--- config.mk ---
export PLATFORM = sky130hd
export DESIGN_NAME = alu_bitslice
export DESIGN_NICKNAME = d
export VERILOG_FILES = /design/src/rtl/alu_bitslice_pkg.sv /design/src/rtl/alu_slice.sv /design/src/rtl/alu_zero_detect.sv /design/src/rtl/alu_bitslice.sv
export SDC_FILE = /design/constraint.sdc
export NUM_CORES = 1
export LEC_CHECK = 0
export BUFFER_PORTS_ARGS = -buffer_cell sky130_fd_sc_hd__clkbuf_2
export CAP_MARGIN = 10
export CELL_PAD_IN_SITES_DETAIL_PLACEMENT = 1
export CELL_PAD_IN_SITES_GLOBAL_PLACEMENT = 1
export CORE_AREA = 2 2 94 132
export DETAILED_ROUTE_END_ITERATION = 10
export DIE_AREA = 0 0 96 134
export PLACE_DENSITY_LB_ADDON = 0.1
export SLEW_MARGIN = 20
export SYNTH_ARGS = -nofsm -noshare
export SYNTH_HDL_FRONTEND = slang
export SYNTH_SLANG_ARGS = --single-unit
--- constraint.sdc ---
create_clock -name vclk -period 48.3
set_input_delay 4.83 -clock vclk [all_inputs]
set_output_delay 4.83 -clock vclk [all_outputs]
set_load 0.1 [all_outputs]
--- src/rtl/alu_bitslice_pkg.sv ---
package alu_bitslice_pkg;

  // Output choice inside one slice; the encoding is the low two control bits.
  typedef enum logic [1:0] {
    SEL_AND  = 2'b00,
    SEL_OR   = 2'b01,
    SEL_SUM  = 2'b10,
    SEL_LESS = 2'b11
  } slice_sel_e;

  localparam int unsigned CTRL_W     = 4;
  localparam int unsigned CTRL_INV_A = 3;
  localparam int unsigned CTRL_INV_B = 2;

  localparam logic [CTRL_W-1:0] OP_AND = 4'b0000;
  localparam logic [CTRL_W-1:0] OP_OR  = 4'b0001;
  localparam logic [CTRL_W-1:0] OP_ADD = 4'b0010;
  localparam logic [CTRL_W-1:0] OP_SUB = 4'b0110;
  localparam logic [CTRL_W-1:0] OP_SLT = 4'b0111;
  localparam logic [CTRL_W-1:0] OP_NOR = 4'b1100;

endpackage

--- src/rtl/alu_slice.sv ---
module alu_slice
  import alu_bitslice_pkg::*;
#(
  parameter bit IS_TOP = 1'b0
) (
  input  logic       a_i,
  input  logic       b_i,
  input  logic       inv_a_i,
  input  logic       inv_b_i,
  input  logic       cin_i,
  input  logic       less_i,
  input  slice_sel_e sel_i,
  output logic       res_o,
  output logic       cout_o,
  output logic       set_o,
  output logic       ovf_o
);

  logic a_eff;
  logic b_eff;
  logic sum;

  always_comb begin
    a_eff  = a_i ^ inv_a_i;
    b_eff  = b_i ^ inv_b_i;
    sum    = a_eff ^ b_eff ^ cin_i;
    cout_o = (a_eff & b_eff) | (a_eff & cin_i) | (b_eff & cin_i);
  end

  always_comb begin
    unique case (sel_i)
      SEL_AND:  res_o = a_eff & b_eff;
      SEL_OR:   res_o = a_eff | b_eff;
      SEL_SUM:  res_o = sum;
      SEL_LESS: res_o = less_i;
      default:  res_o = 1'b0;
    endcase
  end

  // Only the most significant slice carries the sign and overflow logic.
  generate
    if (IS_TOP) begin : g_top
      always_comb begin
        set_o = sum;
        ovf_o = cin_i ^ cout_o;
      end
    end else begin : g_mid
      always_comb begin
        set_o = 1'b0;
        ovf_o = 1'b0;
      end
    end
  endgenerate

endmodule

--- src/rtl/alu_zero_detect.sv ---
module alu_zero_detect #(
  parameter int unsigned W = 32
) (
  input  logic [W-1:0] vec_i,
  output logic         zero_o
);

  always_comb begin
    zero_o = 1'b1;
    for (int k = 0; k < W; k++) begin
      if (vec_i[k]) zero_o = 1'b0;
    end
  end

endmodule

--- src/rtl/alu_bitslice.sv ---
module alu_bitslice
  import alu_bitslice_pkg::*;
#(
  parameter int unsigned W = 32
) (
  input  logic [W-1:0]      a_i,
  input  logic [W-1:0]      b_i,
  input  logic [CTRL_W-1:0] ctrl_i,
  output logic [W-1:0]      result_o,
  output logic              zero_o,
  output logic              ovf_o,
  output logic              carry_o
);

  localparam int unsigned MSB = W - 1;

  logic       inv_a;
  logic       inv_b;
  slice_sel_e sel;
  logic       set_top;

  always_comb begin
    inv_a = ctrl_i[CTRL_INV_A];
    inv_b = ctrl_i[CTRL_INV_B];
    sel   = slice_sel_e'(ctrl_i[1:0]);
  end

  generate
    for (genvar i = 0; i < W; i++) begin : g_slice
      logic cin;
      logic cout;
      logic less;
      logic set;
      logic ovf;

      if (i == 0) begin : g_lsb
        assign cin  = inv_b;
        assign less = set_top;
      end else begin : g_upper
        assign cin  = g_slice[i-1].cout;
        assign less = 1'b0;
      end

      alu_slice #(
        .IS_TOP (i == MSB)
      ) u_slice (
        .a_i     (a_i[i]),
        .b_i     (b_i[i]),
        .inv_a_i (inv_a),
        .inv_b_i (inv_b),
        .cin_i   (cin),
        .less_i  (less),
        .sel_i   (sel),
        .res_o   (result_o[i]),
        .cout_o  (cout),
        .set_o   (set),
        .ovf_o   (ovf)
      );
    end
  endgenerate

  assign set_top = g_slice[MSB].set;
  assign carry_o = g_slice[MSB].cout;
  assign ovf_o   = g_slice[MSB].ovf;

  alu_zero_detect #(
    .W (W)
  ) u_zero (
    .vec_i  (result_o),
    .zero_o (zero_o)
  );

endmodule

# Word level (Yosys, flattened, before mapping)
# Index checks and enable logic that the tools add are counted.
# W data, S select, Z words.
[totals]
regBits = 0
input_bits = 68
out_inout_bits = 35
wordCells = 389
[op_classes]
n_eq_ne = 3
n_mux = 64
n_bitwise = 321
n_reduce_logical = 1
[ops]
columns = ["operator", "n"]
rows = [
  ["$xor A1 B1 Y1", 129],
  ["$pmux W1 S4", 32],
  ["$and A1 B1 Y1", 96],
  ["$or A1 B1 Y1", 96],
  ["$mux W1", 32],
  ["$eq A2 B2 Y1 const B", 2],
  ["$eq A2 B1 Y1 const B", 1],
  ["$logic_not A2 Y1", 1],
]

# Longest topological paths before layout
# Gate-level depths: netlist of the first run.
[logic_depth]
word_depth = 128
depth_mapped = 41
ltp_nobuf = 39

# By module
# A second synthesis of the first run with hierarchy kept.
[hier_totals]
cells_unflattened = 397
hier_area_um2 = 3761.1
[modules_own_cells]
columns = ["mod", "n_inst", "cells_each", "area_each_um2", "seq_area_each_um2"]
rows = [
  ["alu_slice at g_slice[0].u_slice ...", 31, 12, 115.1, 0.0],
  ["alu_slice at g_slice[31].u_slice", 1, 13, 116.4, 0.0],
  ["alu_zero_detect", 1, 11, 72.6, 0.0],
  ["alu_bitslice", 1, 1, 3.8, 0.0],
]

# Worst setup path after synthesis of the first run
# OpenSTA, ideal clock, no wires.
[synth_timing]
kind = "input to output"
startpoint = "in ctrl_i[2]"
endpoint = "out zero_o"
arrival_ps = 18980
required_ps = 43470
path_slack_ps = 24490
path_stages = 41
path_buffers = 2
path_cell_list = "clkbuf_1 -> clkbuf_1 -> nor2_1 -> a21oi_1 -> fa_1 -> fa_1 -> inv_1 -> fa_1 -> fa_1 -> fa_1 -> fa_1 -> fa_1 -> fa_1 -> fa_1 -> fa_1 -> fa_1 -> fa_1 -> fa_1 -> [5 not listed] -> fa_1 -> fa_1 -> fa_1 -> fa_1 -> fa_1 -> fa_1 -> fa_1 -> fa_1 -> fa_1 -> fa_1 -> fa_1 -> fa_1 -> fa_1 -> and2_1 -> o32ai_1 -> or4_1 -> nor4_1 -> and4_1"
[synth_via]
word_cells_on_any_way = 348
classes_between = "64 x mux; 284 x bitwise"
[synth_lines]
columns = ["element", "line", "rtl"]
rows = [
  ["start: declaration", "alu_bitslice.sv:8", "input logic [CTRL_W-1:0] ctrl_i,"],
  ["$xor A1 B1 Y1", "alu_slice.sv:25", "b_eff = b_i ^ inv_b_i;"],
  ["$and A1 B1 Y1", "alu_slice.sv:27", "cout_o = (a_eff & b_eff) | (a_eff & cin_i) | (b_eff & cin_i);"],
  ["$or A1 B1 Y1 (2 in a row)", "alu_slice.sv:27", ""],
  ["$and A1 B1 Y1", "alu_slice.sv:27", ""],
  ["$or A1 B1 Y1 (2 in a row)", "alu_slice.sv:27", ""],
  ["$and A1 B1 Y1", "alu_slice.sv:27", ""],
  ["$or A1 B1 Y1 (2 in a row)", "alu_slice.sv:27", ""],
  ["$and A1 B1 Y1", "alu_slice.sv:27", ""],
  ["[77 not listed]", "--", ""],
  ["$and A1 B1 Y1", "alu_slice.sv:27", ""],
  ["$or A1 B1 Y1 (2 in a row)", "alu_slice.sv:27", ""],
  ["$and A1 B1 Y1", "alu_slice.sv:27", ""],
  ["$or A1 B1 Y1 (2 in a row)", "alu_slice.sv:27", ""],
  ["$xor A1 B1 Y1", "alu_slice.sv:26", "sum = a_eff ^ b_eff ^ cin_i;"],
  ["$pmux W1 S4 *", "alu_slice.sv:31", "unique case (sel_i)"],
  ["named net g_slice[31].u_slice.res_o", "alu_slice.sv:13", "output logic res_o,"],
  ["$mux W1 *", "alu_zero_detect.sv:11", "if (vec_i[k]) zero_o = 1'b0;"],
  ["end: declaration", "alu_bitslice.sv:10", "output logic zero_o,"],
]
# The timed path passes the listed nets; every way through them passes the cells marked *.

# Worst setup path in the final report of the first run
[layout_timing]
startpoint = "in ctrl_i[3]"
endpoint = "out zero_o"
[layout_via]
elab_chain_cells = 128
word_cells_on_any_way = 347
classes_between = "64 x mux; 283 x bitwise"
[layout_lines]
columns = ["element", "line", "rtl"]
rows = [
  ["$xor A1 B1 Y1", "alu_slice.sv:24", "a_eff = a_i ^ inv_a_i;"],
  ["$and A1 B1 Y1 (on tied branches)", "alu_slice.sv:27, alu_slice.sv:32", ""],
  ["$or A1 B1 Y1 (2 in a row)", "alu_slice.sv:27", ""],
  ["$and A1 B1 Y1", "alu_slice.sv:27", ""],
  ["$or A1 B1 Y1 (2 in a row)", "alu_slice.sv:27", ""],
  ["$and A1 B1 Y1", "alu_slice.sv:27", ""],
  ["$or A1 B1 Y1 (2 in a row)", "alu_slice.sv:27", ""],
  ["$and A1 B1 Y1", "alu_slice.sv:27", ""],
  ["[77 not listed]", "--", ""],
  ["$and A1 B1 Y1", "alu_slice.sv:27", ""],
  ["$or A1 B1 Y1 (2 in a row)", "alu_slice.sv:27", ""],
  ["$and A1 B1 Y1", "alu_slice.sv:27", ""],
  ["$or A1 B1 Y1 (2 in a row)", "alu_slice.sv:27", ""],
  ["$xor A1 B1 Y1", "alu_slice.sv:26", ""],
  ["$pmux W1 S4", "alu_slice.sv:31", ""],
  ["$mux W1 (31 in a row)", "alu_zero_detect.sv:11", ""],
  ["$mux W1 *", "alu_zero_detect.sv:11", ""],
]
# Mark *: on every way between the ends. The rest lies on a longest branch, timed or not.

==> results of run 1 <==
==> worst max-delay path by stage <==
| stage | start | endpoint | slack, ns | cells after the start |
|---|---|---|---|---|
| after floorplan | ctrl_i[2] | zero_o | 24.49 | 41 |
| after global placement | ctrl_i[3] | zero_o | 23.93 | 42 |
| after detailed placement | ctrl_i[3] | zero_o | 23.52 | 42 |
| after CTS | ctrl_i[3] | zero_o | 23.43 | 42 |
| after global routing | ctrl_i[3] | zero_o | 22.92 | 42 |
| final | ctrl_i[3] | zero_o | 23.56 | 42 |
==> metrics by stage <==
step	std cells	cell area [um2]
6_report	609	3830
2_1_floorplan	409	3440
3_3_place_gp	609	3830
5_1_grt	609	3830
3_5_place_dp	609	3830
4_1_cts	609	3830
==> cells by family (layout without fill, tap and decap cells) <==
family                   after synthesis  count (layout)  share of synthesized area
AO/OA/AOI/OAI                         52              52                      0.102
adder cells (fa/ha/maj)               95              95                      0.414
buffers and inverters                131             184                      0.182
multiplexers                          14              14                     0.0408
AND/OR/NAND/NOR                       51              51                     0.0939
XOR/XNOR                              66              66                      0.168
==> power by group through the flow <==
stage | sequential (mW) | combinational, mW | clock, mW
3_5_place_dp | 0 | 0.0929 | 0
6_report | 0 | 0.0914 | 0
2_1_floorplan | 0 | 0.0794 | 0
3_3_place_gp | 0 | 0.0915 | 0
5_1_grt | 0 | 0.0997 | 0
4_1_cts | 0 | 0.0932 | 0
==> worst max-delay path: cells and delay by family <==
kind	cells	cell delay, ns
and+or+nand+nor	4	1.26
xor gates and xnor gates	1	0.22
buffers and inverters	4	1.07
adders and majority gates	31	12.18
AOI/OAI and AO/OA	2	0.32
==> final cells by class <==
| type | count | share of cell area |
|---|---|---|
| multi-input combinational | 278 | 0.734 |
| timing repair buffer | 107 | 0.142 |
| inverter | 77 | 0.0755 |
| tap | 147 | 0.0480 |
==> synthesized netlist by cell type <==
| master | number |
|---|---|
| o21ai_1 | 1 |
| o221ai_1 | 1 |
| inv_1 | 77 |
| nor2_1 | 2 |
| buf_1 | 3 |
| nand2_1 | 1 |
| xnor2_1 | 3 |
| o31ai_1 | 1 |
| clkbuf_1 | 12 |
| and2_1 | 1 |
| o32ai_1 | 1 |
| ha_1 | 64 |
| buf_4 | 34 |
| a21oi_1 | 1 |
| mux2i_1 | 14 |
| o31a_1 | 17 |
| or4_1 | 5 |
| fa_1 | 31 |
| or2b_2 | 1 |
| nor2b_1 | 36 |
| o22ai_1 | 12 |
| and4_1 | 1 |
| xor2_1 | 63 |
| buf_2 | 5 |
| nor4_1 | 4 |
| o21ai_0 | 18 |
==> metal layers <==
metal  part of all wire  vias up  track usage
li1                   -     1326            -
met1               0.38     1301        0.167
met2               0.57       67        0.299
met3              0.037        6      0.00787
met4              0.014        0       0.0167
met5                  0        -            0
==> impl_metrics.py, run 1 <==
metrics = {
    "status": {
        "outcome": "complete, no violations",
    },
    "routing": {
        "detail_route.wirelength_um": 9300,
        "route.detailed.vias_per_inst": 4.43,
        "route.vias.total": 2700,
        "drtAntennaViolNets": 0,
        "detailedRoute.firstIterationViolations": 39,
        "drc_errors_left": 0,
        "routed_wire_length_per_instance_um": 15.3,
        "detail_route.first_pass.iterations": 4,
    },
    "power_and_ir_drop": {
        "vdd_ir_drop_max_mv": 0.0221,
        "power_switching_uw": 68.0,
        "pwr-share-comb": 1.000,
        "p_total_uw": 91.4,
        "power_leakage_nw": 2.13,
        "flop_pwr_share": 0,
        "power_density_nw_per_um2": 23.9,
        "p_int_uw": 23.4,
        "power.switching_fraction": 0.744,
        "clock_power_share": 0,
    },
    "die": {
        "rows": 47,
        "core_region_area_um2": 11700,
        "dieHeight_um": 134,
        "die_width_um": 96,
        "die_area_um2": 12900,
        "initial_utilization": 0.294,
        "num_io_pins": 103,
    },
    "min_path": {
        "hp-start": "b_i[31]",
        "min_path_cells": 6,
        "worst_hold_path_type": "input pin to output pin",
        "hold_path_end": "carry_o",
    },
    "logic_synthesis": {
        "netlist-cell-type-count": 26,
        "yosys-top-cells-area": "ha_1 (23%), fa_1 (18%), xor2_1 (16%)",
        "synth_area_per_cell_um2": 8.40,
        "synthCells": 409,
        "netlist.area_leader.share": 0.233,
        "yosysTopAreaCell": "ha_1",
        "synth.net_count": 572,
        "synth_area_um2": 3440,
        "share_of_the_yosys_chip_area_belonging_to_registers": 0,
        "synthesis.yosys.warnings": 0,
    },
    "sta": {
        "grt_setup_unrepaired": "false",
        "worst_pin_slew_ns": 0.742,
        "clock.fmax_mhz": 40.4,
        "slew_headroom": 0.505,
        "finalWorstPathRequiredPeriod_ns": 24.74,
        "timing_hold_violations_final": 0,
        "setup-violations-final": 0,
        "fin_crit_sh": 0.512,
        "timing.setup.tns_ns": 0,
        "finalHoldWorstSlack_ns": 10.55,
        "finalWorstSetupSlack_ns": 23.56,
        "maxSlewViolCount": 0,
    },
    "global_routing": {
        "grt_overflow_total": 0,
        "antenna_violations_before_repair": 0,
        "global_route.usage.total": 0.147,
        "pin_count_of_the_biggest_net_entering_global_routing": 72,
        "vias_in_the_first_global_route": 3061,
        "wire_length_of_the_first_global_routing_pass_um": 15000,
    },
    "critical_path": {
        "cp_data_arrival_time_ns": 19.91,
        "timing_worst_setup_path_type": "input pin to output pin",
        "critical_path.slowest_cell": "or4_1",
        "critical_path.max_fanout": 32,
        "type_of_origin_of_the_critical_path": "input pin",
        "critPathCaptureType": "output pin",
        "max_stage_delay_ns": 0.52,
        "cpMostUsedCell": "fa_1",
        "required_ns": 43.47,
    },
    "final_layout": {
        "num-clock-buffers": 0,
        "filler_cell_count": 1460,
        "regArea_um2": 0,
        "layout_commonest_cell": "clkbuf_2",
        "multi_input_area_um2": 2810,
        "nets": 627,
        "diodes": 0,
        "top_library_cells_by_usage_in_the_layout_fill_and_taps_aside": "clkbuf_2 (103), inv_1 (77), ha_1 (64), xor2_1 (63), nor2b_1 (36)",
        "seq_cells": 0,
        "post-route-util": 0.327,
        "syn_to_final_growth_pct": 11.4,
        "layout-drive-gt1-share": 0.234,
    },
    "flow_run": {
        "max_cap_viol_count": 0,
    },
    "placement": {
        "dp_slack_ns": 23.52,
        "port_buffers": 103,
        "place.gp.congestion": 0.802,
        "detailedPlacementHpwl_um": 7680,
    },
    "cts": {
        "post_cts_gate_resize_count": 0,
        "cts_post_setup_buffers_inserted": 0,
        "cts_hold_repair.buffers": 0,
    },
}
Note: power is estimated with default switching activity, not from simulation.
==> inputs of run 2 (changes only) <==
--- a/config.mk
+++ b/config.mk
@@ -5,13 +5,14 @@
 export SDC_FILE = /design/constraint.sdc
 export NUM_CORES = 1
 export LEC_CHECK = 0
+export ABC_AREA = 1
 export BUFFER_PORTS_ARGS = -buffer_cell sky130_fd_sc_hd__clkbuf_2
 export CAP_MARGIN = 10
 export CELL_PAD_IN_SITES_DETAIL_PLACEMENT = 1
 export CELL_PAD_IN_SITES_GLOBAL_PLACEMENT = 1
-export CORE_AREA = 2 2 94 132
+export CORE_AREA = 2 2 96 135
 export DETAILED_ROUTE_END_ITERATION = 10
-export DIE_AREA = 0 0 96 134
+export DIE_AREA = 0 0 98 137
 export PLACE_DENSITY_LB_ADDON = 0.1
 export SLEW_MARGIN = 20
 export SYNTH_ARGS = -nofsm -noshare
==> constraint.sdc (replaced) <==
create_clock -name vclk -period 22.7
set_input_delay 2.27 -clock vclk [all_inputs]
set_output_delay 2.27 -clock vclk [all_outputs]
set_load 0.1 [all_outputs]
==> impl_metrics.py, run 2 <==
metrics = {
    "logic_synthesis": {
        "yosys-top-cells-area": "ha_1 (22%), fa_1 (17%), xnor2_1 (15%)",
        "netlist_top_cells_count": "inv_1 (113), nand2_1 (77), ha_1 (64), xnor2_1 (61), nor2_1 (42)",
        "synth.most_common_cell": "inv_1",
        "synth_area_um2": 3610,
        "synth_area_per_cell_um2": 7.29,
        "synthesis.yosys.warnings": 0,
        "yosysTopAreaCell": "ha_1",
        "synthCells": 495,
        "share_of_the_yosys_chip_area_belonging_to_registers": 0,
        "netlist.area_leader.share": 0.222,
        "netlist-cell-type-count": 26,
        "synth.net_count": 658,
    },
    "placement": {
        "port_buffers": 103,
        "place.gp.congestion": 0.750,
        "detailedPlacementHpwl_um": 8070,
    },
    "sta": {
        "setup-violations-final": 0,
        "grt_setup_unrepaired": "false",
        "fin_crit_sh": 0.826,
        "timing.setup.tns_ns": 0,
        "timing_hold_violations_final": 0,
        "worst_pin_slew_ns": 0.840,
        "slew_headroom": 0.439,
        "finalWorstPathRequiredPeriod_ns": 18.75,
        "maxSlewViolCount": 0,
        "clock.fmax_mhz": 53.3,
    },
    "critical_path": {
        "cp_data_arrival_time_ns": 16.48,
        "critical_path.max_fanout": 20,
        "cpMostUsedCell": "fa_1",
        "critPathCaptureType": "output pin",
        "required_ns": 20.43,
        "max_stage_delay_ns": 0.49,
        "type_of_origin_of_the_critical_path": "input pin",
        "critical_path.slowest_cell": "fa_1",
        "timing_worst_setup_path_type": "input pin to output pin",
    },
    "final_layout": {
        "layout-drive-gt1-share": 0.237,
        "regArea_um2": 0,
        "post-route-util": 0.326,
        "seq_cells": 0,
        "num-clock-buffers": 0,
        "nets": 717,
        "diodes": 0,
        "top_library_cells_by_usage_in_the_layout_fill_and_taps_aside": "inv_1 (113), clkbuf_2 (103), nand2_1 (77), ha_1 (64), xnor2_1 (61)",
        "layout_commonest_cell": "inv_1",
        "syn_to_final_growth_pct": 10.0,
    },
    "global_routing": {
        "pin_count_of_the_biggest_net_entering_global_routing": 29,
        "vias_in_the_first_global_route": 3217,
        "grt_overflow_total": 0,
        "wire_length_of_the_first_global_routing_pass_um": 15700,
        "antenna_violations_before_repair": 0,
        "global_route.usage.total": 0.143,
    },
    "routing": {
        "detail_route.wirelength_um": 9430,
        "routed_wire_length_per_instance_um": 13.4,
        "route.detailed.vias_per_inst": 4.19,
        "detail_route.first_pass.iterations": 3,
        "drc_errors_left": 0,
        "drtAntennaViolNets": 0,
        "detailedRoute.firstIterationViolations": 31,
        "route.vias.total": 2944,
    },
    "die": {
        "dieHeight_um": 137,
        "core_region_area_um2": 12200,
        "initial_utilization": 0.296,
        "die_width_um": 98,
        "num_io_pins": 103,
        "rows": 48,
        "die_area_um2": 13400,
    },
    "flow_run": {
        "max_cap_viol_count": 0,
    },
    "power_and_ir_drop": {
        "power_leakage_nw": 2.31,
        "power_density_nw_per_um2": 50.4,
        "p_total_uw": 200,
        "vdd_ir_drop_max_mv": 0.0430,
    },
    "min_path": {
        "worst_hold_path_type": "input pin to output pin",
    },
    "cts": {
        "cts_post_setup_buffers_inserted": 0,
        "post_cts_gate_resize_count": 0,
        "cts_hold_repair.buffers": 0,
    },
    "status": {
        "outcome": "complete, no violations",
    },
}
-- run 2: critical path: cells and delay by family --
kind / cells / cell delay (ns)
simple gates: 4 / 0.45
xor+xnor: 1 / 0.15
fa+ha+maj: 30 / 11.95
compound gates: 1 / 0.13
buf+inv: 6 / 1.54
-- run 2: worst paths after layout --
kind | cells past startpoint | slack [ns] | end | startpoint
setup / recovery | 42 | 3.95 | zero_o | ctrl_i[2]
hold / removal | 4 | 5.29 | result_o[6] | ctrl_i[0]
-- run 2: layer usage --
layer / vias up / part of all wire / routed length, um / track usage
met5: - / 0 / 0 / 0
met4: 0 / 0 / 0 / 0
met3: 0 / 0.035 / 331 / 0.00766
met2: 59 / 0.55 / 5210 / 0.294
met1: 1393 / 0.41 / 3890 / 0.172
li1: 1492 / - / - / -
-- run 2: cell type report --
cell class         instances  area (um2)
repair buffers           105         531
multi-input cells        332        2820
fillers                 1584        8220
inverters                115         434
well taps                150         188
-- run 2: report_power, final --
group	switching, mW	total (mW)	leakage, nW	internal (mW)
Sequential	0	0	0	0
Combinational	0.151	0.200	2.31	0.0495
Clock	0	0	0	0
-- run 2: logic make-up after synthesis --
logic type | after synthesis | share of synthesized area
simple gates | 165 | 0.221
fa+ha+maj | 95 | 0.394
compound gates | 8 | 0.0118
xor+xnor | 64 | 0.155
buf+inv | 163 | 0.219
-- run 2: stage by stage --
step | setup WS, ns | instances | cell area [um2] | hold WS, ns
after floorplan | 4.14 | 495 | 3610 | 4.90
final | 3.95 | 702 | 3970 | 5.29
after detailed placement | 3.86 | 702 | 3970 | 5.31
after global placement | 4.08 | 702 | 3970 | 5.30
after global routing | 3.30 | 702 | 3970 | 5.33
after CTS | 3.82 | 702 | 3970 | 5.31
